[src/rtl/rxwb_pkg.sv]
package rxwb_pkg;
  typedef enum logic [2:0] {
    ST_IDLE, ST_FETCH, ST_DATA, ST_END, ST_WB, ST_SKIP
  } rx_state_e;

  localparam int OWN_POS    = 31;
  localparam int RING_POS   = 15;
  localparam int DESC_BYTES = 32;
  localparam int CRC_BYTES  = 4;
  localparam int MIN_LEN    = 12;
  localparam int DA_BYTES   = 6;
endpackage

[src/rtl/rxwb_classify.sv]
module rxwb_classify #(
  parameter int LW = 14
) (
  input  logic          clk_i,
  input  logic          rst_ni,
  input  logic          clr_i,
  input  logic          fire_i,
  input  logic [7:0]    byte_i,
  output logic [LW-1:0] len_o,
  output logic          bcast_o,
  output logic          mcast_o
);
  import rxwb_pkg::*;

  logic [LW-1:0] len_q;
  logic          all_ff_q;
  logic          grp_q;

  always_ff @(posedge clk_i or negedge rst_ni) begin
    if (!rst_ni) begin
      len_q    <= '0;
      all_ff_q <= 1'b1;
      grp_q    <= 1'b0;
    end else if (clr_i) begin
      len_q    <= '0;
      all_ff_q <= 1'b1;
      grp_q    <= 1'b0;
    end else if (fire_i) begin
      len_q <= len_q + LW'(1);
      if (len_q < LW'(DA_BYTES) && byte_i != 8'hFF) all_ff_q <= 1'b0;
      if (len_q == '0) grp_q <= byte_i[0];
    end
  end

  assign len_o   = len_q;
  assign bcast_o = all_ff_q && (len_q >= LW'(DA_BYTES));
  assign mcast_o = grp_q && !bcast_o;
endmodule

[src/rtl/rxwb_pack.sv]
module rxwb_pack #(
  parameter int IW = 30
) (
  input  logic          clk_i,
  input  logic          rst_ni,
  input  logic          clr_i,
  input  logic          fire_i,
  input  logic [7:0]    byte_i,
  input  logic          last_i,
  input  logic          keep_i,
  input  logic          done_i,
  output logic          pend_o,
  output logic [31:0]   word_o,
  output logic [3:0]    be_o,
  output logic [IW-1:0] widx_o
);
  logic [1:0]    lane_q;
  logic [3:0]    be_q;
  logic          pend_q;
  logic [IW-1:0] widx_q;
  logic [3:0]    lane_bit;

  assign lane_bit = 4'b0001 << lane_q;

  for (genvar g = 0; g < 4; g++) begin : g_lane
    logic [7:0] lane_byte_q;
    always_ff @(posedge clk_i or negedge rst_ni) begin
      if (!rst_ni) lane_byte_q <= '0;
      else if (fire_i && lane_q == 2'(g)) lane_byte_q <= byte_i;
    end
    assign word_o[8*g +: 8] = lane_byte_q;
  end

  always_ff @(posedge clk_i or negedge rst_ni) begin
    if (!rst_ni) begin
      lane_q <= '0;
      be_q   <= '0;
      pend_q <= 1'b0;
      widx_q <= '0;
    end else if (clr_i) begin
      lane_q <= '0;
      be_q   <= '0;
      pend_q <= 1'b0;
      widx_q <= '0;
    end else begin
      if (done_i) begin
        pend_q <= 1'b0;
        be_q   <= '0;
        widx_q <= widx_q + IW'(1);
      end
      if (fire_i) begin
        if (lane_q == 2'd3 || last_i) begin
          lane_q <= '0;
          if (keep_i) begin
            pend_q <= 1'b1;
            be_q   <= be_q | lane_bit;
          end else begin
            be_q <= '0;
          end
        end else begin
          lane_q <= lane_q + 2'd1;
          be_q   <= be_q | lane_bit;
        end
      end
    end
  end

  assign pend_o = pend_q;
  assign be_o   = be_q;
  assign widx_o = widx_q;

  a_r3_no_fill_while_pend: assert property (@(posedge clk_i) disable iff (!rst_ni)
    pend_q |-> !fire_i);
endmodule

[src/rtl/rxwb_stats.sv]
module rxwb_stats #(
  parameter int LW = 14,
  parameter int CW = 32
) (
  input  logic          clk_i,
  input  logic          rst_ni,
  input  logic          commit_i,
  input  logic [LW:0]   add_i,
  input  logic          bcast_i,
  input  logic          mcast_i,
  output logic [CW-1:0] bytes_o,
  output logic [CW-1:0] frames_o,
  output logic [CW-1:0] bcast_o,
  output logic [CW-1:0] mcast_o
);
  always_ff @(posedge clk_i or negedge rst_ni) begin
    if (!rst_ni) begin
      bytes_o  <= '0;
      frames_o <= '0;
      bcast_o  <= '0;
      mcast_o  <= '0;
    end else if (commit_i) begin
      bytes_o  <= bytes_o + CW'(add_i);
      frames_o <= frames_o + CW'(1);
      if (bcast_i) bcast_o <= bcast_o + CW'(1);
      if (mcast_i) mcast_o <= mcast_o + CW'(1);
    end
  end

  a_r8_class_exclusive: assert property (@(posedge clk_i) disable iff (!rst_ni)
    commit_i |-> !(bcast_i && mcast_i));
endmodule

[src/rtl/rxwb_engine.sv]
module rxwb_engine #(
  parameter int AW = 32,
  parameter int LW = 14,
  parameter int CW = 32
) (
  input  logic          clk_i,
  input  logic          rst_ni,
  input  logic          rx_en_i,
  input  logic          base_we_i,
  input  logic [AW-1:0] base_i,
  input  logic [7:0]    s_data_i,
  input  logic          s_valid_i,
  input  logic          s_last_i,
  output logic          s_ready_o,
  output logic          mem_req_o,
  output logic          mem_we_o,
  output logic [AW-1:0] mem_addr_o,
  output logic [31:0]   mem_wdata_o,
  output logic [3:0]    mem_be_o,
  input  logic          mem_ack_i,
  input  logic [31:0]   mem_rdata_i,
  output logic [AW-1:0] cur_desc_o,
  output logic          irq_rx_o,
  output logic          irq_norm_o,
  output logic          irq_nobuf_o,
  output logic          irq_abn_o,
  output logic [CW-1:0] cnt_bytes_o,
  output logic [CW-1:0] cnt_frames_o,
  output logic [CW-1:0] cnt_bcast_o,
  output logic [CW-1:0] cnt_mcast_o
);
  import rxwb_pkg::*;

  localparam int IW = AW - 2;

  rx_state_e     state_q;
  logic [1:0]    fidx_q;
  logic          own_q, ring_q, last_seen_q;
  logic [AW-1:0] buf_q, ptr_q, base_q;

  logic          frame_start, fire_data, pk_done, pend;
  logic [31:0]   pk_word;
  logic [3:0]    pk_be;
  logic [IW-1:0] widx;
  logic [LW-1:0] len;
  logic          is_bcast, is_mcast;
  logic [LW:0]   wb_len;
  logic [31:0]   ctl_word;
  logic          short_ev, nobuf_ev, commit;

  assign frame_start = (state_q == ST_IDLE) && s_valid_i && rx_en_i;
  assign s_ready_o   = ((state_q == ST_DATA) && !pend && !last_seen_q) ||
                       (state_q == ST_SKIP);
  assign fire_data   = (state_q == ST_DATA) && s_valid_i && s_ready_o;
  assign pk_done     = (state_q == ST_DATA) && pend && mem_ack_i;
  assign wb_len      = {1'b0, len} + (LW+1)'(CRC_BYTES);
  assign ctl_word    = {16'(wb_len), 16'h0300};
  assign short_ev    = (state_q == ST_END) && (len < LW'(MIN_LEN));
  assign nobuf_ev    = (state_q == ST_END) && !short_ev && !own_q;
  assign commit      = (state_q == ST_WB) && mem_ack_i;

  rxwb_classify #(.LW(LW)) u_class (
    .clk_i, .rst_ni,
    .clr_i   (frame_start),
    .fire_i  (fire_data),
    .byte_i  (s_data_i),
    .len_o   (len),
    .bcast_o (is_bcast),
    .mcast_o (is_mcast)
  );

  rxwb_pack #(.IW(IW)) u_pack (
    .clk_i, .rst_ni,
    .clr_i  (frame_start),
    .fire_i (fire_data),
    .byte_i (s_data_i),
    .last_i (s_last_i),
    .keep_i (own_q),
    .done_i (pk_done),
    .pend_o (pend),
    .word_o (pk_word),
    .be_o   (pk_be),
    .widx_o (widx)
  );

  rxwb_stats #(.LW(LW), .CW(CW)) u_stats (
    .clk_i, .rst_ni,
    .commit_i (commit),
    .add_i    (wb_len),
    .bcast_i  (is_bcast),
    .mcast_i  (is_mcast),
    .bytes_o  (cnt_bytes_o),
    .frames_o (cnt_frames_o),
    .bcast_o  (cnt_bcast_o),
    .mcast_o  (cnt_mcast_o)
  );

  // memory port mux
  always_comb begin
    mem_req_o   = 1'b0;
    mem_we_o    = 1'b0;
    mem_addr_o  = '0;
    mem_wdata_o = '0;
    mem_be_o    = '0;
    unique case (state_q)
      ST_FETCH: begin
        mem_req_o  = 1'b1;
        mem_addr_o = ptr_q + AW'({fidx_q, 2'b00});
      end
      ST_DATA: if (pend) begin
        mem_req_o   = 1'b1;
        mem_we_o    = 1'b1;
        mem_addr_o  = buf_q + {widx, 2'b00};
        mem_wdata_o = pk_word;
        mem_be_o    = pk_be;
      end
      ST_WB: begin
        mem_req_o   = 1'b1;
        mem_we_o    = 1'b1;
        mem_addr_o  = ptr_q;
        mem_wdata_o = ctl_word;
        mem_be_o    = 4'hF;
      end
      default: ;
    endcase
  end

  always_ff @(posedge clk_i or negedge rst_ni) begin
    if (!rst_ni) begin
      state_q     <= ST_IDLE;
      fidx_q      <= '0;
      own_q       <= 1'b0;
      ring_q      <= 1'b0;
      buf_q       <= '0;
      last_seen_q <= 1'b0;
    end else begin
      unique case (state_q)
        ST_IDLE: begin
          last_seen_q <= 1'b0;
          fidx_q      <= '0;
          if (s_valid_i) state_q <= rx_en_i ? ST_FETCH : ST_SKIP;
        end
        ST_FETCH: if (mem_ack_i) begin
          unique case (fidx_q)
            2'd0:    own_q  <= mem_rdata_i[OWN_POS];
            2'd1:    ring_q <= mem_rdata_i[RING_POS];
            default: buf_q  <= AW'(mem_rdata_i);
          endcase
          fidx_q <= fidx_q + 2'd1;
          if (fidx_q == 2'd2) state_q <= ST_DATA;
        end
        ST_DATA: begin
          if (fire_data && s_last_i) last_seen_q <= 1'b1;
          if (last_seen_q && !pend) state_q <= ST_END;
        end
        ST_END:  state_q <= (short_ev || !own_q) ? ST_IDLE : ST_WB;
        ST_WB:   if (mem_ack_i) state_q <= ST_IDLE;
        ST_SKIP: if (s_valid_i && s_last_i) state_q <= ST_IDLE;
        default: state_q <= ST_IDLE;
      endcase
    end
  end

  always_ff @(posedge clk_i or negedge rst_ni) begin
    if (!rst_ni) begin
      ptr_q  <= '0;
      base_q <= '0;
    end else if (base_we_i) begin
      ptr_q  <= base_i;
      base_q <= base_i;
    end else if (commit) begin
      ptr_q <= ring_q ? base_q : ptr_q + AW'(DESC_BYTES);
    end
  end

  always_ff @(posedge clk_i or negedge rst_ni) begin
    if (!rst_ni) begin
      irq_rx_o    <= 1'b0;
      irq_norm_o  <= 1'b0;
      irq_nobuf_o <= 1'b0;
      irq_abn_o   <= 1'b0;
    end else begin
      irq_rx_o    <= commit | short_ev;
      irq_norm_o  <= commit | short_ev;
      irq_nobuf_o <= nobuf_ev;
      irq_abn_o   <= nobuf_ev;
    end
  end

  assign cur_desc_o = ptr_q;

  a_r10_req_hold: assert property (@(posedge clk_i) disable iff (!rst_ni)
    mem_req_o && !mem_ack_i |=> mem_req_o && $stable(mem_addr_o) && $stable(mem_we_o));

  a_r7_pulse_exclusive: assert property (@(posedge clk_i) disable iff (!rst_ni)
    !(irq_rx_o && irq_nobuf_o));

  a_r9_count_with_pulse: assert property (@(posedge clk_i) disable iff (!rst_ni)
    (cnt_frames_o != $past(cnt_frames_o)) |-> (irq_rx_o && irq_norm_o));

  a_r5_ptr_change_cause: assert property (@(posedge clk_i) disable iff (!rst_ni)
    (cur_desc_o != $past(cur_desc_o)) |-> ($past(base_we_i) || irq_rx_o));
endmodule

[config.mk]
export PLATFORM = sky130hd
export DESIGN_NAME = rxwb_engine
export DESIGN_NICKNAME = d
export VERILOG_FILES = /design/src/rtl/rxwb_pkg.sv /design/src/rtl/rxwb_classify.sv /design/src/rtl/rxwb_pack.sv /design/src/rtl/rxwb_stats.sv /design/src/rtl/rxwb_engine.sv
export SDC_FILE = /design/constraint.sdc
export NUM_CORES = 1
export LEC_CHECK = 0
export BUFFER_PORTS_ARGS = -buffer_cell sky130_fd_sc_hd__buf_2
export CORE_MARGIN = 1.5
export CORE_UTILIZATION = 50
export CTS_BUF_LIST = sky130_fd_sc_hd__clkbuf_16
export DETAILED_ROUTE_END_ITERATION = 8
export PLACE_DENSITY = 0.8
export SLEW_MARGIN = 0
export SYNTH_ARGS = -nofsm -noshare
export SYNTH_HDL_FRONTEND = slang
export SYNTH_SLANG_ARGS = --single-unit
[constraint.sdc]
create_clock -name clk_i -period 3.96 [get_ports clk_i]
set_clock_uncertainty 0.1 [all_clocks]
set_input_delay 0.594 -clock clk_i [delete_from_list [all_inputs] [get_ports clk_i]]
set_output_delay 0.594 -clock clk_i [all_outputs]
set_load 0.05 [all_outputs]
==> qor.tcl, run 1 <==
set qor(final_hold_viols) 0
set qor(post_synth_edffs) 0
set qor(rows) 68
set qor(unrepaired_setup_endpoints_after_global_routing) {yes}
set qor(total_power_mw) 11.63
set qor(finalWorstSetupSlack_ns) -0.1928
set qor(floorplan.die.width_microns) 191.0
set qor(yosysWarnings) 0
set qor(holdCritPathClass) {primary input to asynchronous set/reset pin}
set qor(io-pin-count) 314
set qor(timing.critical_path.slowest_cell_delay_ns) 0.39
set qor(die_outline_area_sq_um) 36500
set qor(clk_latency_ns) 0.55
set qor(num-fill-cells) 2868
set qor(yosys.area.top_type_share_pct) 45.01
set qor(seq_area_frac_synth_pct) 45.16
set qor(post_route_cells_drive_above_1_share_pct) 25.28
set qor(cp_max_fo) 2
set qor(vdd.ir_drop.worst_mv) 0.4389
set qor(timing.setup.tns_ns) -0.6926
set qor(total_routing_resource_utilization_after_global_routing_pct) 29.03
set qor(dpl.hpwl_mm) 38.62
set qor(cts_hold_buffers) 0
set qor(fmax_mhz) 240.8
set qor(port_buffers) 313
set qor(routed_wire_length_per_instance_microns) 19.86
set qor(timing.critical_path.slowest_stage_cell) {dfrtp_1}
set qor(setup_viol_count_final) 9
set qor(synthTopCellsByArea) {dfrtp_1 45%, xnor2_1 5.7%, mux2_2 5.1%}
set qor(worstSetupStartpointType) {register}
set qor(criticalPathCategory) {register to output pin}
set qor(initial_core_util_pct) 50.93
set qor(grt_pass1_wl_mm) 83.39
set qor(path_common_cell) {a21oi_2}
set qor(wl_mm) 53.52
set qor(power_density_nw_per_um2) 538.9
set qor(period_share_pct) 104.9
set qor(grt_antenna_before_repair) 4
set qor(root_driver) {clkbuf_16}
set qor(final_cell_area_excluding_filler_cells_sq_um) 21590
set qor(final-seq-area_sq_um) 7986
set qor(grt_pass1_vias) 15360
set qor(cts-root-to-sink-buffers) 3
set qor(grt_start_max_net_pins) 112
set qor(cts.clk_slew.worst_paths_ns) 0.06
set qor(remaining_antenna_violation_count) 0
set qor(synth_fp_nets) 2033
set qor(syn_area_sq_um) 17680
set qor(synth.ff_latch_count) 319
set qor(dpl-instance-area_sq_um) 19850
set qor(outcome) {complete, but fails checks}
set qor(startpoint) {buf_q[2]}
set qor(pre_antenna_drt_iters) 6
set qor(drt_first_iter_violations) 1062
set qor(cts_sinks) 319
set qor(synth_cell_type_count) 66
set qor(post_synth.cell_area_avg_sq_um) 9.365
set qor(yosysTopAreaCell) {dfrtp_1}
set qor(dp_worst_setup_slack_ns) 0.02692
set qor(grt-ovfl-total) 0
set qor(timing.max_cap.violations) 0
set qor(synth_cells) 1888
set qor(final-max-slew-violation-count) 0
set qor(post_detailed_route_via_to_cell_ratio) 5.863
set qor(ys_async_sr_fraction_pct) 100.0
set qor(violations) {negative setup slack}
set qor(leakage_nw) 10.52
set qor(area_of_the_multi_input_gates_sq_um) 9443
set qor(dieHeight_microns) 191.0
set qor(cp.required_ns) 3.27
set qor(crit_path_end_kind) {output pin}
set qor(synth_ff_type) {dfrtp_1}
set qor(routed-via-count) 15790
set qor(core_area_sq_um) 34710
set qor(cts_tree) {done}
set qor(max_slew.worst_pin.slew_ns) 0.9422
set qor(regToRegStartpoint) {u_class.len_o[2]}
set qor(crit_path_cell_trace) {ha_2 -> fa_2 -> a211oi_2 -> o211ai_1 -> a31oi_2 -> a21oi_2 -> a31o_2 -> a2111o_1 -> a21oi_2 -> xor2_1 -> o21ai_1 -> buf_6}
set qor(gp_congestion) 0.9397
set qor(maxSlewHeadroom_pct) 37.03
set qor(number_of_buffers_inserted_during_clock_tree_synthesis) 38
set qor(min_tclk_post_route_ns) 4.153
set qor(timing.critical_path.arrival_ns) 3.46
set qor(final_net_count) 2351
set qor(cts.htree.levels) 2
set qor(r2r_slack_ns) 0.37
set qor(remaining_drc_errors) 0
set qor(synthToLayoutAreaGrowth_pct) 22.10
[what timing repair did]
action	CTS	global route
buffers inserted	10	3
pin swaps	26	28
endpoints found under the setup margin	16	27
gates resized for setup	58	38
[cells in the final DEF, fill, tap and decap left out, drive strengths merged, types with 14 or more instances in the layout]
cell / count
ha: 63
nor2: 156
nand2: 215
clkinv: 15
a21o: 19
buf: 365
dfrtp: 318
inv: 79
nand4: 37
a22o: 14
clkbuf: 39
nor3: 40
xnor2: 117
and3: 38
nand3: 93
and2: 27
xor2: 80
a21oi: 109
o21ai: 155
mux2: 80
o221ai: 22
[sequential cells by signal, indices dropped and copies added (netlist names), 2 cells and up]
signal / count
u_stats.bytes_o: 32
u_pack.widx_o: 30
u_pack.be_o: 4
buf_q: 32
cur_desc_o: 32
state_q: 3
u_pack.g_lane.lane_byte_q: 32
base_q: 32
u_stats.bcast_o: 32
u_stats.frames_o: 32
u_stats.mcast_o: 32
u_pack.lane_q: 2
fidx_q: 2
u_class.len_o: 14
[cells by family (layout without fill, tap and decap cells)]
logic type	after synthesis	count (layout)	share of synthesized area (%)
flip-flops	319	319	45.16
XOR/XNOR	197	197	9.801
multiplexers	82	82	5.208
AO/OA/AOI/OAI	400	400	13.66
other	0	4	0
AND/OR/NAND/NOR	668	668	17.95
adder cells (fa/ha/maj)	66	66	4.798
buffers and inverters	156	503	3.425
[per-stage QoR]
| stage | cells | hold WS, ns | util, % |
|---|---|---|---|
| after floorplan | 1888 | 0.1984 | - |
| after global placement | 2608 | 0.3512 | 57.17 |
| after detailed placement | 2608 | 0.3612 | 57.17 |
| after CTS | 2687 | 0.03478 | 61.58 |
| after global routing | 2693 | 0.08705 | 62.18 |
| final | 2694 | 0.03317 | 62.19 |
[area by class of cell]
class	count	share of cell area, %
Multi-Input combinational cell	1413	43.74
Sequential cell	319	36.99
Timing Repair Buffer	365	9.725
Clock buffer	39	4.521
Tap cell	455	2.637
Inverter	69	1.200
Clock inverter	30	1.136
Antenna cell	4	0.04637
[critical path: cells and delay by family (launching register included)]
| family | cells | cell delay [ns] |
|---|---|---|
| compound gates | 8 | 1.55 |
| fa+ha+maj | 2 | 0.57 |
| flops | 1 | 0.39 |
| xor+xnor | 1 | 0.22 |
| buf+inv | 1 | 0.18 |
[routing by layer]
metal / track usage (%) / up-vias / wire length [microns]
met5: 0 / - / 13
met2: 45.43 / 683 / 24580
met3: 5.581 / 131 / 4535
met4: 12.87 / 2 / 2051
met1: 39.06 / 7713 / 22340
li1: - / 7265 / -
[power by group]
group	switching [mW]	internal, mW	total [mW]
Clock	1.42	2.05	3.46
Sequential	0.465	3.75	4.21
Combinational	2.65	1.31	3.96
Total	4.53	7.11	11.6
[synthesized netlist by cell type, drive strengths merged (9+ instances only)]
cell,instances
a21o,19
a21oi,109
a22o,14
a31oi,9
and2,27
and3,38
and4,13
buf,21
clkbuf,66
dfrtp,318
ha,63
inv,68
mux2,80
nand2,215
nand3,93
nand4,37
nor2,156
nor3,40
nor4,12
o21ai,155
o221ai,22
o31ai,12
or3,13
xnor2,117
xor2,80
[path summary, 6_finish.rpt]
path | to | cells after the start
max in group asynchronous | u_class.all_ff_q | 2
max reg2reg | u_stats.bytes_o[24] | 12
max | mem_addr_o[28] | 12
min | u_stats.frames_o[29] | 1
min reg2reg | u_stats.bytes_o[31] | 1
min in group clk_i | buf_q[18] | 2
(Power assumes the default switching activity.)
==> run 2: changes to the inputs <==
CORE_ASPECT_RATIO = 0.9   (was not set)
SLEW_MARGIN = 10   (was 0)
==> qor.tcl, run 2 (synthesis results as in run 1) <==
set qor(cts_tree) {done} ;# unchanged
set qor(power_density_nw_per_um2) 539.4 ;# was 538.9 nW/um^2
set qor(dpl.hpwl_mm) 38.57 ;# was 38.62 mm
set qor(fmax_mhz) 241.4 ;# was 240.8 MHz
set qor(unrepaired_setup_endpoints_after_global_routing) {yes} ;# unchanged
set qor(min_tclk_post_route_ns) 4.142 ;# was 4.153 ns
set qor(remaining_antenna_violation_count) 0 ;# unchanged
set qor(finalHoldWorstSlack_ns) -0.003476 ;# was 0.03317 ns
set qor(grt_antenna_before_repair) 8 ;# was 4
set qor(timing.critical_path.slowest_stage_cell) {a2111o_1} ;# was dfrtp_1
set qor(violations) {negative hold slack, negative setup slack} ;# was negative setup slack
set qor(timing.setup.tns_ns) -0.5122 ;# was -0.6926 ns
set qor(number_of_buffers_inserted_during_clock_tree_synthesis) 37 ;# was 38
set qor(layout_common_cells) {312 x dfrtp_1, 296 x buf_2, 211 x nand2_1, 154 x nor2_1, 141 x o21ai_0} ;# was 316 x dfrtp_1, 295 x buf_2, 214 x nand2_1, 154 x nor2_1, 140 x o21ai_0
set qor(cts.clk_slew.worst_paths_ns) 0.06 ;# about the same
set qor(met2_track_utilization_from_global_routing_pct) 43.18 ;# was 45.43%
set qor(remaining_drc_errors) 0 ;# unchanged
set qor(finalWorstSetupSlack_ns) -0.1824 ;# was -0.1928 ns
set qor(core_area_sq_um) 34970 ;# was 34710 sq um
set qor(leading_cell_type_in_the_layout_fill_and_taps_excluded) {dfrtp_1} ;# unchanged
set qor(dpl-instance-area_sq_um) 19890 ;# was 19850 sq um
set qor(period_share_pct) 104.6 ;# was 104.9%
set qor(post_detailed_route_via_to_cell_ratio) 5.820 ;# was 5.863
set qor(outcome) {complete, but fails checks} ;# unchanged
set qor(total_routing_resource_utilization_after_global_routing_pct) 28.44 ;# was 29.03%
set qor(criticalPathCategory) {register to output pin} ;# unchanged
set qor(grt_pass1_vias) 15210 ;# was 15360
set qor(leakage_nw) 10.58 ;# was 10.52 nW
set qor(instances_no_fill) 2721 ;# was 2694
set qor(final_net_count) 2363 ;# was 2351
set qor(final_standard_cell_utilization_of_the_core_pct) 62.29 ;# was 62.19%
set qor(cts_sinks) 319 ;# unchanged
set qor(timing.max_cap.violations) 0 ;# unchanged
set qor(post_route_cells_drive_above_1_share_pct) 26.48 ;# was 25.28%
set qor(worstSetupStartpointType) {register} ;# unchanged
set qor(grt_pass1_wl_mm) 83.30 ;# was 83.39 mm
set qor(port_buffers) 313 ;# unchanged
set qor(final_hold_viols) 1 ;# was 0
set qor(die_outline_area_sq_um) 36500 ;# about the same
set qor(global_route.peak_usage_layer) {met2} ;# unchanged
set qor(cts_hold_buffers) 0 ;# unchanged
set qor(clk_latency_ns) 0.53 ;# was 0.55 ns
set qor(routed_wire_length_per_instance_microns) 19.58 ;# was 19.86 microns
set qor(cts-root-to-sink-buffers) 3 ;# unchanged
set qor(grt_start_max_net_pins) 111 ;# was 112
set qor(final_cell_area_excluding_filler_cells_sq_um) 21780 ;# was 21590 sq um
set qor(maxSlewHeadroom_pct) 36.84 ;# was 37.03%
set qor(cp_max_fo) 4 ;# was 2
set qor(r2r_slack_ns) 0.22 ;# was 0.37 ns
set qor(cp.required_ns) 3.27 ;# about the same
set qor(holdCritPathClass) {primary input to asynchronous set/reset pin} ;# unchanged
set qor(synthToLayoutAreaGrowth_pct) 23.20 ;# was 22.10%
set qor(crit_path_cell_trace) {ha_2 -> fa_2 -> a211oi_2 -> o211ai_1 -> a31oi_2 -> a21oi_2 -> a31o_2 -> a2111o_1 -> a21oi_2 -> xor2_1 -> o21ai_2 -> buf_6} ;# was ha_2 -> fa_2 -> a211oi_2 -> o211ai_1 -> a31oi_2 -> a21oi_2 -> a31o_2 -> a2111o_1 -> a21oi_2 -> xor2_1 -> o21ai_1 -> buf_6
set qor(path_common_cell) {a21oi_2} ;# unchanged
set qor(floorplan.die.width_microns) 201.2 ;# was 191.0 microns
set qor(met3_usage_pct) 5.294 ;# was 5.581%
set qor(timing.critical_path.arrival_ns) 3.45 ;# was 3.46 ns
set qor(timing.critical_path.slowest_cell_delay_ns) 0.40 ;# was 0.39 ns
set qor(wl_mm) 53.28 ;# was 53.52 mm
set qor(initial_core_util_pct) 50.56 ;# was 50.93%
set qor(crit_path_end_kind) {output pin} ;# unchanged
set qor(cts.htree.levels) 2 ;# unchanged
set qor(final-max-slew-violation-count) 0 ;# unchanged
set qor(dieHeight_microns) 181.4 ;# was 191.0 microns
set qor(dp_worst_setup_slack_ns) -0.03613 ;# was 0.02692 ns
set qor(rows) 65 ;# was 68
set qor(routed-via-count) 15840 ;# was 15790
set qor(pre_antenna_drt_iters) 7 ;# was 6
set qor(gp_congestion) 0.9531 ;# was 0.9397
set qor(setup_viol_count_final) 6 ;# was 9
set qor(max_slew.worst_pin.slew_ns) 0.9451 ;# was 0.9422 ns
set qor(globalRouteMet1Util_pct) 40.57 ;# was 39.06%
set qor(io-pin-count) 314 ;# unchanged
set qor(vdd.ir_drop.worst_mv) 0.5483 ;# was 0.4389 mV
set qor(placed_cells) 2623 ;# was 2608
set qor(root_driver) {clkbuf_16} ;# unchanged
set qor(grt-ovfl-total) 0 ;# unchanged
set qor(drt_first_iter_violations) 1363 ;# was 1062
[run 2: layout make-up]
| type | instances | area, sq um |
|---|---|---|
| multi-input combinational | 1413 | 9510 |
| tap | 469 | 586.8 |
| clock inverter | 29 | 247.7 |
| sequential | 319 | 7991 |
| antenna | 5 | 12.51 |
| fill | 2852 | 13190 |
| inverter | 69 | 259.0 |
| timing repair buffer | 378 | 2200 |
| clock buffer | 39 | 975.9 |
[run 2: per-layer routing]
layer	up-vias	part of all wire (%)
li1	7284	-
met2	710	44
met4	4	3.6
met5	-	0.043
met1	7713	44
met3	124	7.9
[run 2: power by group]
part	internal (mW)	switching (mW)
Clock	2.05	1.40
Sequential	3.75	0.493
Combinational	1.39	2.67
[run 2: what timing repair did]
action,CTS,global route
endpoints found under the setup margin,19,20
gates resized for setup,49,60
setup buffers,11,17
pin swaps,26,29
[run 2: worst paths after layout]
path	start	endpoint	cells past startpoint
max	u_pack.widx_o[0]	mem_addr_o[28]	12
min	rst_ni	u_stats.mcast_o[22]	1
max reg2reg	u_class.len_o[2]	u_stats.bytes_o[24]	13
min reg2reg	u_stats.bytes_o[31]	u_stats.bytes_o[31]	1
max in group asynchronous	rst_ni	u_stats.bytes_o[1]	2
min in group clk_i	mem_rdata_i[7]	buf_q[7]	2
[run 2: critical path, delay by kind of cell, from the launching register on]
family                     cells  cell delay [ns]
DFF                            1             0.38
xor gates and xnor gates       1             0.18
adders and majority gates      2             0.60
AOI/OAI and AO/OA              8             1.58
buffers and inverters          1             0.18
[run 2: stage by stage]
stage | total power [mW] | hold slack [ns]
after floorplan | 6.859 | 0.1984
after global placement | 7.911 | 0.3509
after detailed placement | 8.006 | 0.3564
after CTS | 11.59 | 0.05084
after global routing | 12.28 | 0.08935
final | 11.75 | -0.003476
